**src/rtl/fbf_pkg.sv**
```systemverilog
// Package: shared types for the frame buffer fetcher.
// Assumes nothing beyond a 1-bit pixel-depth select.
package fbf_pkg;
    typedef enum logic {
        PIX_4BPP = 1'b0,
        PIX_1BPP = 1'b1
    } pix_mode_e;
endpackage

```
**src/rtl/fbf_words.sv**
```systemverilog
// Module: fbf_words
// Computes the 64-bit word count of one line from width, doubling and depth.
// Assumes LEN_W == WIDTH_W - 3, which holds the largest count at 4 bpp.
module fbf_words #(
    parameter int WIDTH_W = 12,
    parameter int LEN_W   = WIDTH_W - 3
) (
    input  logic [WIDTH_W-1:0] width_px,
    input  logic               hdouble,
    input  fbf_pkg::pix_mode_e mode,
    output logic [LEN_W-1:0]   words
);
    localparam int BITS_W = WIDTH_W + 3;

    logic [WIDTH_W-1:0] eff_w;
    logic [BITS_W-1:0]  line_bits;
    logic [BITS_W-1:0]  rounded;

    // Effective width, line bit count and rounded-up word count.
    always_comb begin
        eff_w     = hdouble ? (width_px >> 1) : width_px;
        line_bits = (mode == fbf_pkg::PIX_4BPP) ? {1'b0, eff_w, 2'b00}
                                                : {3'b000, eff_w};
        rounded   = line_bits + BITS_W'(63);
        words     = rounded[BITS_W-1:6];
    end
endmodule

```
**src/rtl/fbf_frame_ctl.sv**
```systemverilog
// Module: fbf_frame_ctl
// Holds the pending base, decides at frame start whether the frame is live,
// counts frames and keeps the consumed flag.
// Assumes frame_start and base_wr are single-cycle pulses.
module fbf_frame_ctl #(
    parameter int ADDR_W = 32,
    parameter int CNT_W  = 8
) (
    input  logic              clk,
    input  logic              rst_n,
    input  logic              base_wr,
    input  logic [ADDR_W-1:0] base_data,
    input  logic              frame_start,
    output logic [ADDR_W-1:0] pending_base,
    output logic              frame_live,
    output logic [CNT_W-1:0]  frame_count,
    output logic              consumed
);
    // Pending register, live flag, counter and consumed flag.
    always_ff @(posedge clk) begin
        if (!rst_n) begin
            pending_base <= '0;
            frame_live   <= 1'b0;
            frame_count  <= '0;
            consumed     <= 1'b0;
        end else begin
            if (frame_start) begin
                frame_live  <= (pending_base != '0);
                frame_count <= frame_count + 1'b1;
            end
            if (base_wr) begin
                pending_base <= base_data;
            end
            if (base_wr) begin
                consumed <= 1'b0;
            end else if (frame_start) begin
                consumed <= 1'b1;
            end
        end
    end

    AST_COUNT_STEP: assert property (@(posedge clk) disable iff (!rst_n)
        frame_start |=> frame_count == $past(frame_count) + 1'b1);
    AST_COUNT_HOLD: assert property (@(posedge clk) disable iff (!rst_n)
        !frame_start |=> $stable(frame_count));
    AST_CONSUMED_CLR: assert property (@(posedge clk) disable iff (!rst_n)
        base_wr |=> !consumed);
    AST_LIVE_ONLY_START: assert property (@(posedge clk) disable iff (!rst_n)
        !frame_start |=> $stable(frame_live));
endmodule

```
**src/rtl/fbf_line_seq.sv**
```systemverilog
// Module: fbf_line_seq
// Walks the line address through a frame and issues one request per
// qualified line start, replaying each address twice in doubling mode.
// Assumes load_base is the pending base seen in the frame_start cycle.
module fbf_line_seq #(
    parameter int ADDR_W  = 32,
    parameter int PITCH_W = 16,
    parameter int LEN_W   = 9
) (
    input  logic               clk,
    input  logic               rst_n,
    input  logic               frame_start,
    input  logic [ADDR_W-1:0]  load_base,
    input  logic               frame_live,
    input  logic               line_start,
    input  logic               in_active,
    input  logic               vdouble,
    input  logic [PITCH_W-1:0] pitch,
    input  logic [LEN_W-1:0]   words,
    output logic               req_valid,
    output logic [ADDR_W-1:0]  req_addr,
    output logic [LEN_W-1:0]   req_len
);
    logic [ADDR_W-1:0] line_addr;
    logic              replay;
    logic              fire;
    logic [ADDR_W-1:0] pitch_ext;

    // Qualify a line start and widen the pitch.
    always_comb begin
        fire      = line_start && in_active && frame_live && !frame_start;
        pitch_ext = ADDR_W'(pitch);
    end

    // Register the request and step the line address.
    always_ff @(posedge clk) begin
        if (!rst_n) begin
            line_addr <= '0;
            replay    <= 1'b0;
            req_valid <= 1'b0;
            req_addr  <= '0;
            req_len   <= '0;
        end else begin
            req_valid <= fire;
            if (fire) begin
                req_addr <= line_addr;
                req_len  <= words;
            end
            if (frame_start) begin
                line_addr <= load_base;
                replay    <= 1'b0;
            end else if (fire) begin
                if (!vdouble || replay) begin
                    line_addr <= line_addr + pitch_ext;
                    replay    <= 1'b0;
                end else begin
                    replay    <= 1'b1;
                end
            end
        end
    end

    AST_REQ_CAUSE: assert property (@(posedge clk) disable iff (!rst_n)
        req_valid |-> $past(line_start && in_active));
    AST_START_QUIET: assert property (@(posedge clk) disable iff (!rst_n)
        frame_start |=> !req_valid);
    AST_ADDR_HOLD: assert property (@(posedge clk) disable iff (!rst_n)
        (!frame_start && !fire) |=> $stable(line_addr));
    AST_DOUBLE_REPEAT: assert property (@(posedge clk) disable iff (!rst_n)
        (fire && vdouble && !replay) |=> $stable(line_addr));
endmodule

```
**src/rtl/fbf_fetcher.sv**
```systemverilog
// Module: fbf_fetcher (top)
// Frame buffer fetcher: turns sync pulses into line read requests of
// address plus 64-bit word count, with a frame-synchronous buffer swap.
// Assumes all control inputs are synchronous to clk and pulses last one cycle.
module fbf_fetcher #(
    parameter int ADDR_W  = 32,
    parameter int WIDTH_W = 12,
    parameter int PITCH_W = 16,
    parameter int CNT_W   = 8,
    localparam int LEN_W  = WIDTH_W - 3
) (
    input  logic               clk,
    input  logic               rst_n,
    input  logic [WIDTH_W-1:0] cfg_width,
    input  logic               cfg_pix_mode,
    input  logic               cfg_hdouble,
    input  logic               cfg_vdouble,
    input  logic [PITCH_W-1:0] cfg_pitch,
    input  logic               base_wr,
    input  logic [ADDR_W-1:0]  base_data,
    input  logic               frame_start,
    input  logic               line_start,
    input  logic               in_active,
    output logic               req_valid,
    output logic [ADDR_W-1:0]  req_addr,
    output logic [LEN_W-1:0]   req_len,
    output logic [CNT_W-1:0]   frame_count,
    output logic               base_consumed
);
    fbf_pkg::pix_mode_e pix_mode;
    logic [LEN_W-1:0]   line_words;
    logic [ADDR_W-1:0]  pending_base;
    logic               frame_live;

    // Map the raw depth pin onto the enumerated mode.
    always_comb begin
        pix_mode = fbf_pkg::pix_mode_e'(cfg_pix_mode);
    end

    fbf_words #(.WIDTH_W(WIDTH_W), .LEN_W(LEN_W)) u_words (
        .width_px (cfg_width),
        .hdouble  (cfg_hdouble),
        .mode     (pix_mode),
        .words    (line_words)
    );

    fbf_frame_ctl #(.ADDR_W(ADDR_W), .CNT_W(CNT_W)) u_frame (
        .clk          (clk),
        .rst_n        (rst_n),
        .base_wr      (base_wr),
        .base_data    (base_data),
        .frame_start  (frame_start),
        .pending_base (pending_base),
        .frame_live   (frame_live),
        .frame_count  (frame_count),
        .consumed     (base_consumed)
    );

    fbf_line_seq #(.ADDR_W(ADDR_W), .PITCH_W(PITCH_W), .LEN_W(LEN_W)) u_line (
        .clk         (clk),
        .rst_n       (rst_n),
        .frame_start (frame_start),
        .load_base   (pending_base),
        .frame_live  (frame_live),
        .line_start  (line_start),
        .in_active   (in_active),
        .vdouble     (cfg_vdouble),
        .pitch       (cfg_pitch),
        .words       (line_words),
        .req_valid   (req_valid),
        .req_addr    (req_addr),
        .req_len     (req_len)
    );

    AST_REQ_PULSE: assert property (@(posedge clk) disable iff (!rst_n)
        req_valid |=> !req_valid || $past(line_start));
endmodule

```
**config.mk**
```make
export PLATFORM = sky130hd
export DESIGN_NAME = fbf_fetcher
export DESIGN_NICKNAME = d
export VERILOG_FILES = /design/src/rtl/fbf_pkg.sv /design/src/rtl/fbf_words.sv /design/src/rtl/fbf_frame_ctl.sv /design/src/rtl/fbf_line_seq.sv /design/src/rtl/fbf_fetcher.sv
export SDC_FILE = /design/constraint.sdc
export NUM_CORES = 1
export LEC_CHECK = 0
export BUFFER_PORTS_ARGS = -buffer_cell sky130_fd_sc_hd__buf_2
export CORE_UTILIZATION = 27
export CTS_BUF_LIST = sky130_fd_sc_hd__clkbuf_2 sky130_fd_sc_hd__clkbuf_4 sky130_fd_sc_hd__clkbuf_8
export DETAILED_ROUTE_END_ITERATION = 10
export GPL_ROUTABILITY_DRIVEN = 0
export PLACE_DENSITY_LB_ADDON = 0.15
export SYNTH_ARGS = -nofsm -noshare
export SYNTH_HDL_FRONTEND = slang
export SYNTH_SLANG_ARGS = --single-unit
```
**constraint.sdc**
```tcl
create_clock -name clk -period 2.75 [get_ports clk]
set_clock_uncertainty 0.2 [all_clocks]
set_input_delay 0 -clock clk [delete_from_list [all_inputs] [get_ports clk]]
set_output_delay 0 -clock clk [all_outputs]
set_load 0.005 [all_outputs]
```
# Word level (Yosys, flattened, before mapping)
# Cells that the tools add are included.
# Widths: inputs -> output; s select.
[classes]
addsub = 3
n_mux = 6
n_bitwise = 1
n_reduce_logical = 12
[ops]
columns = ["operator", "n"]
rows = [
  ["$mux 32", 3],
  ["$add 32x16->32", 1],
  ["$reduce_bool 32->1", 1],
  ["$add 14x6->15 const B", 1],
  ["$mux 14", 1],
  ["$mux 12", 1],
  ["$add 8x1->8 const B", 1],
  ["$reduce_bool 2->1", 2],
  ["$reduce_or 2->1", 2],
  ["$logic_and 1x1->1", 3],
  ["$logic_not 1->1", 2],
  ["$reduce_and 2->1", 1],
  ["$logic_or 1x1->1", 1],
  ["$mux 1", 1],
  ["$not 1->1", 1],
]
[word_totals]
regBits = 117
output_inout_bits = 51

# Depth between registers and ports, before layout
[logic_depth]
ltp_word = 5
mapped_depth = 10

# By module
# A second synthesis with hierarchy kept.
[hier_totals]
hier_cells = 739
area_unflattened_um2 = 6130.9
[by_module_without_submodules]
columns = ["module", "n_inst", "cells_per_inst", "area_per_inst_um2", "seq_area_each_um2"]
rows = [
  ["fbf_line_seq", 1, 515, 4055.1, 1501.4],
  ["fbf_frame_ctl", 1, 158, 1599.0, 840.8],
  ["fbf_words", 1, 66, 476.7, 0.0],
]

# Least setup slack after synthesis
# OpenSTA, ideal clock, no wires.
[synth_path]
path_type = "reg-to-reg"
start = "register u_line.line_addr[0]"
end = "register u_line.line_addr[30]"
setup_time_ns = 0.074
arrival_ns = 2.192
required_time_ns = 2.476
path_slack_ns = 0.284
stages_incl_launch_ff = 10
n_path_buf = 0
path_cell_list = "dfxtp_1 -> ha_1 -> fa_1 -> a21o_1 -> nand4_1 -> a311o_1 -> a21oi_2 -> o21ai_2 -> or3_1 -> a31oi_1"
[synth_between]
elab_chain_cells = 4
[synth_lines]
columns = ["element", "line_no", "rtl"]
rows = [
  ["from (decl)", "fbf_line_seq.sv:24", "logic [ADDR_W-1:0] line_addr;"],
  ["from (signal assigned)", "fbf_line_seq.sv:50", "line_addr <= load_base;"],
  ["from (signal assigned)", "fbf_line_seq.sv:54", "line_addr <= line_addr + pitch_ext;"],
  ["$add 32x16->32", "fbf_line_seq.sv:54", ""],
  ["$mux 32", "fbf_line_seq.sv:53", "if (!vdouble || replay) begin"],
  ["$mux 32", "fbf_line_seq.sv:52", "end else if (fire) begin"],
  ["$mux 32", "fbf_line_seq.sv:49", "if (frame_start) begin"],
]
# No other way between the ends. The select of a mux whose other input is x is not followed.
# A chain may end at the register's enable or synchronous reset.

# Final worst setup path
[layout_path]
start = "input port cfg_hdouble"
end = "register u_line.req_len[6]"
[layout_between]
elab_chain_cells = 3
[layout_lines]
columns = ["element", "line_no", "rtl"]
rows = [
  ["from (decl)", "fbf_fetcher.sv:16", "input logic cfg_hdouble,"],
  ["$mux 12", "fbf_words.sv:21", "eff_w = hdouble ? (width_px >> 1) : width_px;"],
  ["$mux 14", "fbf_words.sv:22", "line_bits = (mode == fbf_pkg::PIX_4BPP) ? {1'b0, eff_w, 2'b00}"],
  ["$add 14x6->15", "fbf_words.sv:24", "rounded = line_bits + BITS_W'(63);"],
  ["to (signal assigned)", "fbf_line_seq.sv:47", "req_len <= words;"],
  ["to (decl)", "fbf_line_seq.sv:22", "output logic [LEN_W-1:0] req_len"],
]
# No other way between the ends.

==> flow_metrics.py <==
metrics = {
    "outcome": {
        "result_of_the_run": "complete, but fails checks",
        "failing_checks": "negative hold slack",
    },
    "layout": {
        "post-route-util_pct": 38.4,
        "syn_to_final_growth_pct": 37.5,
        "finalNetCount": 972,
        "n_antenna_cell": 0,
        "multi_input_area_sq_um": 3240,
        "seqCellArea_sq_um": 2340,
        "share_of_cells_above_drive_strength_1_pct": 21.5,
        "design_area_sq_um": 7890,
        "fillerInstances": 2202,
    },
    "clock_network": {
        "htreeDepth": 4,
        "cts-buffers-inserted": 17,
        "worst_setup_hold_path_clk_slew_ns": 0.08,
        "cts_tree": "done",
        "tritoncts_num_sinks": 117,
        "worstSkewPairLatency_ns": 0.45,
        "cts-root-to-sink-buffers": 2,
        "clk_root_buffer_cell": "sky130_fd_sc_hd__clkbuf_8",
    },
    "setup_path": {
        "criticalPathCategory": "input port to flip-flop",
        "setup.worst_path.end_class": "flip-flop",
        "cp.arrival_ns": 2.84,
        "reg2reg_from": "u_line.line_addr[2]",
        "worst-r2r-cell-count": 9,
        "reg2reg_to": "u_line.line_addr[31]",
        "start_kind": "input port",
        "timing.critical_path.fanout_max": 13,
        "worst_ep_required_time_ns": 2.93,
        "setup.reg_to_reg.worst_slack_ns": 0.15,
    },
    "run": {
        "drv.max_cap_violation_count": 0,
    },
    "placement": {
        "pre_cts_ws_ns": 0.0595,
        "portBuffers": 119,
        "standard_cell_area_after_detailed_placement_sq_um": 6660,
        "half_perimeter_wire_length_after_placement_um": 12500,
    },
    "drt": {
        "routedWlPerCell_um": 15.5,
        "drt_drc_violations_left": 0,
        "detail-route-antenna-nets": 0,
        "routed_wirelength_um": 18100,
        "vias": 5532,
        "route.detailed.vias_per_inst": 4.74,
        "drt_first_pass_iters": 4,
        "initialDrtViolationCount": 229,
    },
    "die": {
        "die_x_um": 148,
        "die_area_sq_um": 21800,
        "design.core.area_sq_um": 20600,
        "starting_density_of_the_core_pct": 27.9,
        "io_pins": 120,
        "chipHeight_um": 148,
        "num_rows": 52,
    },
    "min_path": {
        "worst_hold_startpoint": "cfg_width[2]",
        "hold_path_endpoint": "u_line.req_len[0]",
        "hold_path.class": "input port to flip-flop",
        "whs_path_depth": 5,
    },
    "sta": {
        "setup-tns-final_ns": 0,
        "finish_stage_setup_viols": 0,
        "fmax_mhz": 377,
        "total_count_of_max_transition_violations_in_the_final_report": 0,
        "final.period_utilization_pct": 96.5,
        "layout_setup_ws_ns": 0.0973,
        "finalCriticalPeriod_ns": 2.65,
        "tightestPinTransition_ns": 0.598,
        "fin_worst_hold_slack_ns": -0.0292,
        "max-slew-margin-rel_pct": 60.1,
        "rsz0062_at_grt": "false",
        "timing_hold_violations_final": 1,
    },
    "synthesis": {
        "synth_seq_cells": 117,
        "seq_area_frac_synth_pct": 40.8,
        "syn_area_sq_um": 5740,
        "most_common_flop_cell_mapped_by_yosys": "sky130_fd_sc_hd__dfxtp_1",
        "syn-mean-instance-area_sq_um": 8.23,
        "synth_largest_area_cell": "sky130_fd_sc_hd__dfxtp_1",
        "synth_nets": 784,
        "synth_top_area_share_pct": 40.8,
        "post_synth_main_area_contributors": "sky130_fd_sc_hd__dfxtp_1 41%, sky130_fd_sc_hd__nand2_1 7.0%, sky130_fd_sc_hd__mux2i_1 7.0%",
        "synth.top_cells.by_count": "117 x sky130_fd_sc_hd__dfxtp_1, 107 x sky130_fd_sc_hd__nand2_1, 74 x sky130_fd_sc_hd__a21oi_1",
        "synth-async-reset-ratio_pct": 0,
        "number_of_synthesized_flops_with_an_enable_pin": 0,
        "synth_most_common_cell": "sky130_fd_sc_hd__dfxtp_1",
        "netlist_instances": 697,
        "synth_cell_types": 57,
        "ys.warnings.count": 0,
    },
    "global_route": {
        "grt_max_degree": 44,
        "grt_antenna_before_repair": 0,
        "grt_pass1_vias": 5425,
        "grt_pass1_wl_um": 28700,
        "overflow": 0,
        "grt.total_usage_pct": 16.9,
    },
    "power_and_ir_drop": {
        "power_density_nw_per_um2": 529,
        "vdd_drop_max_v": 0.000278,
        "power.leakage_nw": 3.27,
    },
}
-- through the flow --
step | total power, W | cells
2_1_floorplan | 0.00218 | 697
3_3_place_gp | 0.00237 | 1059
3_5_place_dp | 0.00237 | 1059
4_1_cts | 0.00422 | 1164
5_1_grt | 0.00438 | 1167
6_report | 0.00417 | 1167
-- registers in the layout, indices dropped and copies added (netlist names) --
| signal | cells |
|---|---|
| u_line.replay | 1 |
| u_frame.frame_live | 1 |
| u_line.line_addr | 32 |
| u_frame.frame_count | 8 |
| u_frame.consumed | 1 |
| u_frame.pending_base | 32 |
| u_line.req_valid | 1 |
| u_line.req_addr | 32 |
| u_line.req_len | 9 |
-- how the worst max path moves through the flow --
stage	slack [ns]	from	cells after the start	to
6_report	0.1	cfg_hdouble	10	u_line.req_len[6]
5_1_grt	0.02	u_line.line_addr[2]	9	u_line.line_addr[31]
4_1_cts	0.03	u_line.line_addr[0]	9	u_line.line_addr[30]
3_5_place_dp	0.06	u_line.line_addr[0]	9	u_line.line_addr[30]
3_3_place_gp	0.1	u_line.line_addr[0]	9	u_line.line_addr[28]
2_1_floorplan	0.28	u_line.line_addr[0]	9	u_line.line_addr[30]
-- cell usage in the layout, fill, tap and decap left out, types with 6 or more instances in the layout --
cell type and count:
sky130_fd_sc_hd__a211oi_1 9, sky130_fd_sc_hd__a21oi_1 73, sky130_fd_sc_hd__xor2_1 15, sky130_fd_sc_hd__dfxtp_1 117
sky130_fd_sc_hd__a41oi_1 6, sky130_fd_sc_hd__and3_1 10, sky130_fd_sc_hd__or3_1 10, sky130_fd_sc_hd__o21ai_0 44
sky130_fd_sc_hd__ha_1 16, sky130_fd_sc_hd__a31oi_1 12, sky130_fd_sc_hd__xnor2_1 11, sky130_fd_sc_hd__o211ai_1 7
sky130_fd_sc_hd__nand4_1 7, sky130_fd_sc_hd__mux2i_1 39, sky130_fd_sc_hd__buf_4 18, sky130_fd_sc_hd__nor4_1 9
sky130_fd_sc_hd__clkbuf_8 17, sky130_fd_sc_hd__nand2_1 107, sky130_fd_sc_hd__nor2_1 67, sky130_fd_sc_hd__dlygate4sd3_1 74
sky130_fd_sc_hd__inv_1 6, sky130_fd_sc_hd__nand3_1 12, sky130_fd_sc_hd__nor3_1 13, sky130_fd_sc_hd__buf_2 118
-- area by class of cell --
cell class | instances | area share (%)
tap | 270 | 4.28
clock inverter | 13 | 2.32
timing repair buffer | 212 | 19.1
multi-input combinational | 527 | 41.0
inverter | 10 | 0.523
sequential | 117 | 29.7
clock buffer | 18 | 3.06
-- critical path, stage by stage --
cell and delay, ns:
sky130_fd_sc_hd__dlygate4sd3_1 0.55, sky130_fd_sc_hd__buf_4 0.20, sky130_fd_sc_hd__mux4_1 0.35, sky130_fd_sc_hd__inv_2 0.05, sky130_fd_sc_hd__a31oi_4 0.19, sky130_fd_sc_hd__nand4_4 0.17, sky130_fd_sc_hd__or4_1 0.42, sky130_fd_sc_hd__a31o_1 0.22
sky130_fd_sc_hd__dlygate4sd3_1 0.55, sky130_fd_sc_hd__a21oi_1 0.12
-- power breakdown --
group          internal (W)  switching [W]  leakage [nW]
registers           0.00176      0.0000605         0.956
clock network      0.000989       0.000748         0.204
logic              0.000299       0.000313          2.11
total               0.00305        0.00112          3.27
-- logic make-up (layout without fill, tap and decap cells) --
logic type	after synthesis	in the layout	synth area share [%]
buf+inv	53	253	3.60
fa+ha+maj	18	18	4.05
compound gates	180	180	18.8
mux	46	46	8.42
flops	117	117	40.8
xor+xnor	26	26	3.97
simple gates	257	257	20.3
-- timing repair --
item                                    4_1_cts  5_1_grt
endpoints found under the setup margin        0        7
gates resized for setup                       0       12
setup buffers                                 0        3
hold endpoints to repair                     67        0
hold buffers                                 74        0
-- routing by layer --
layer / share of wire, % / track usage [%] / vias up / wire length (um)
met5: 0 / 0 / - / 0
met4: 0.81 / 5.26 / 0 / 146
met3: 4.1 / 3.83 / 10 / 734
met2: 46 / 26.8 / 109 / 8290
met1: 49 / 22.6 / 2562 / 8900
li1: - / - / 2851 / -
Note: power is estimated with default switching activity, not from simulation.
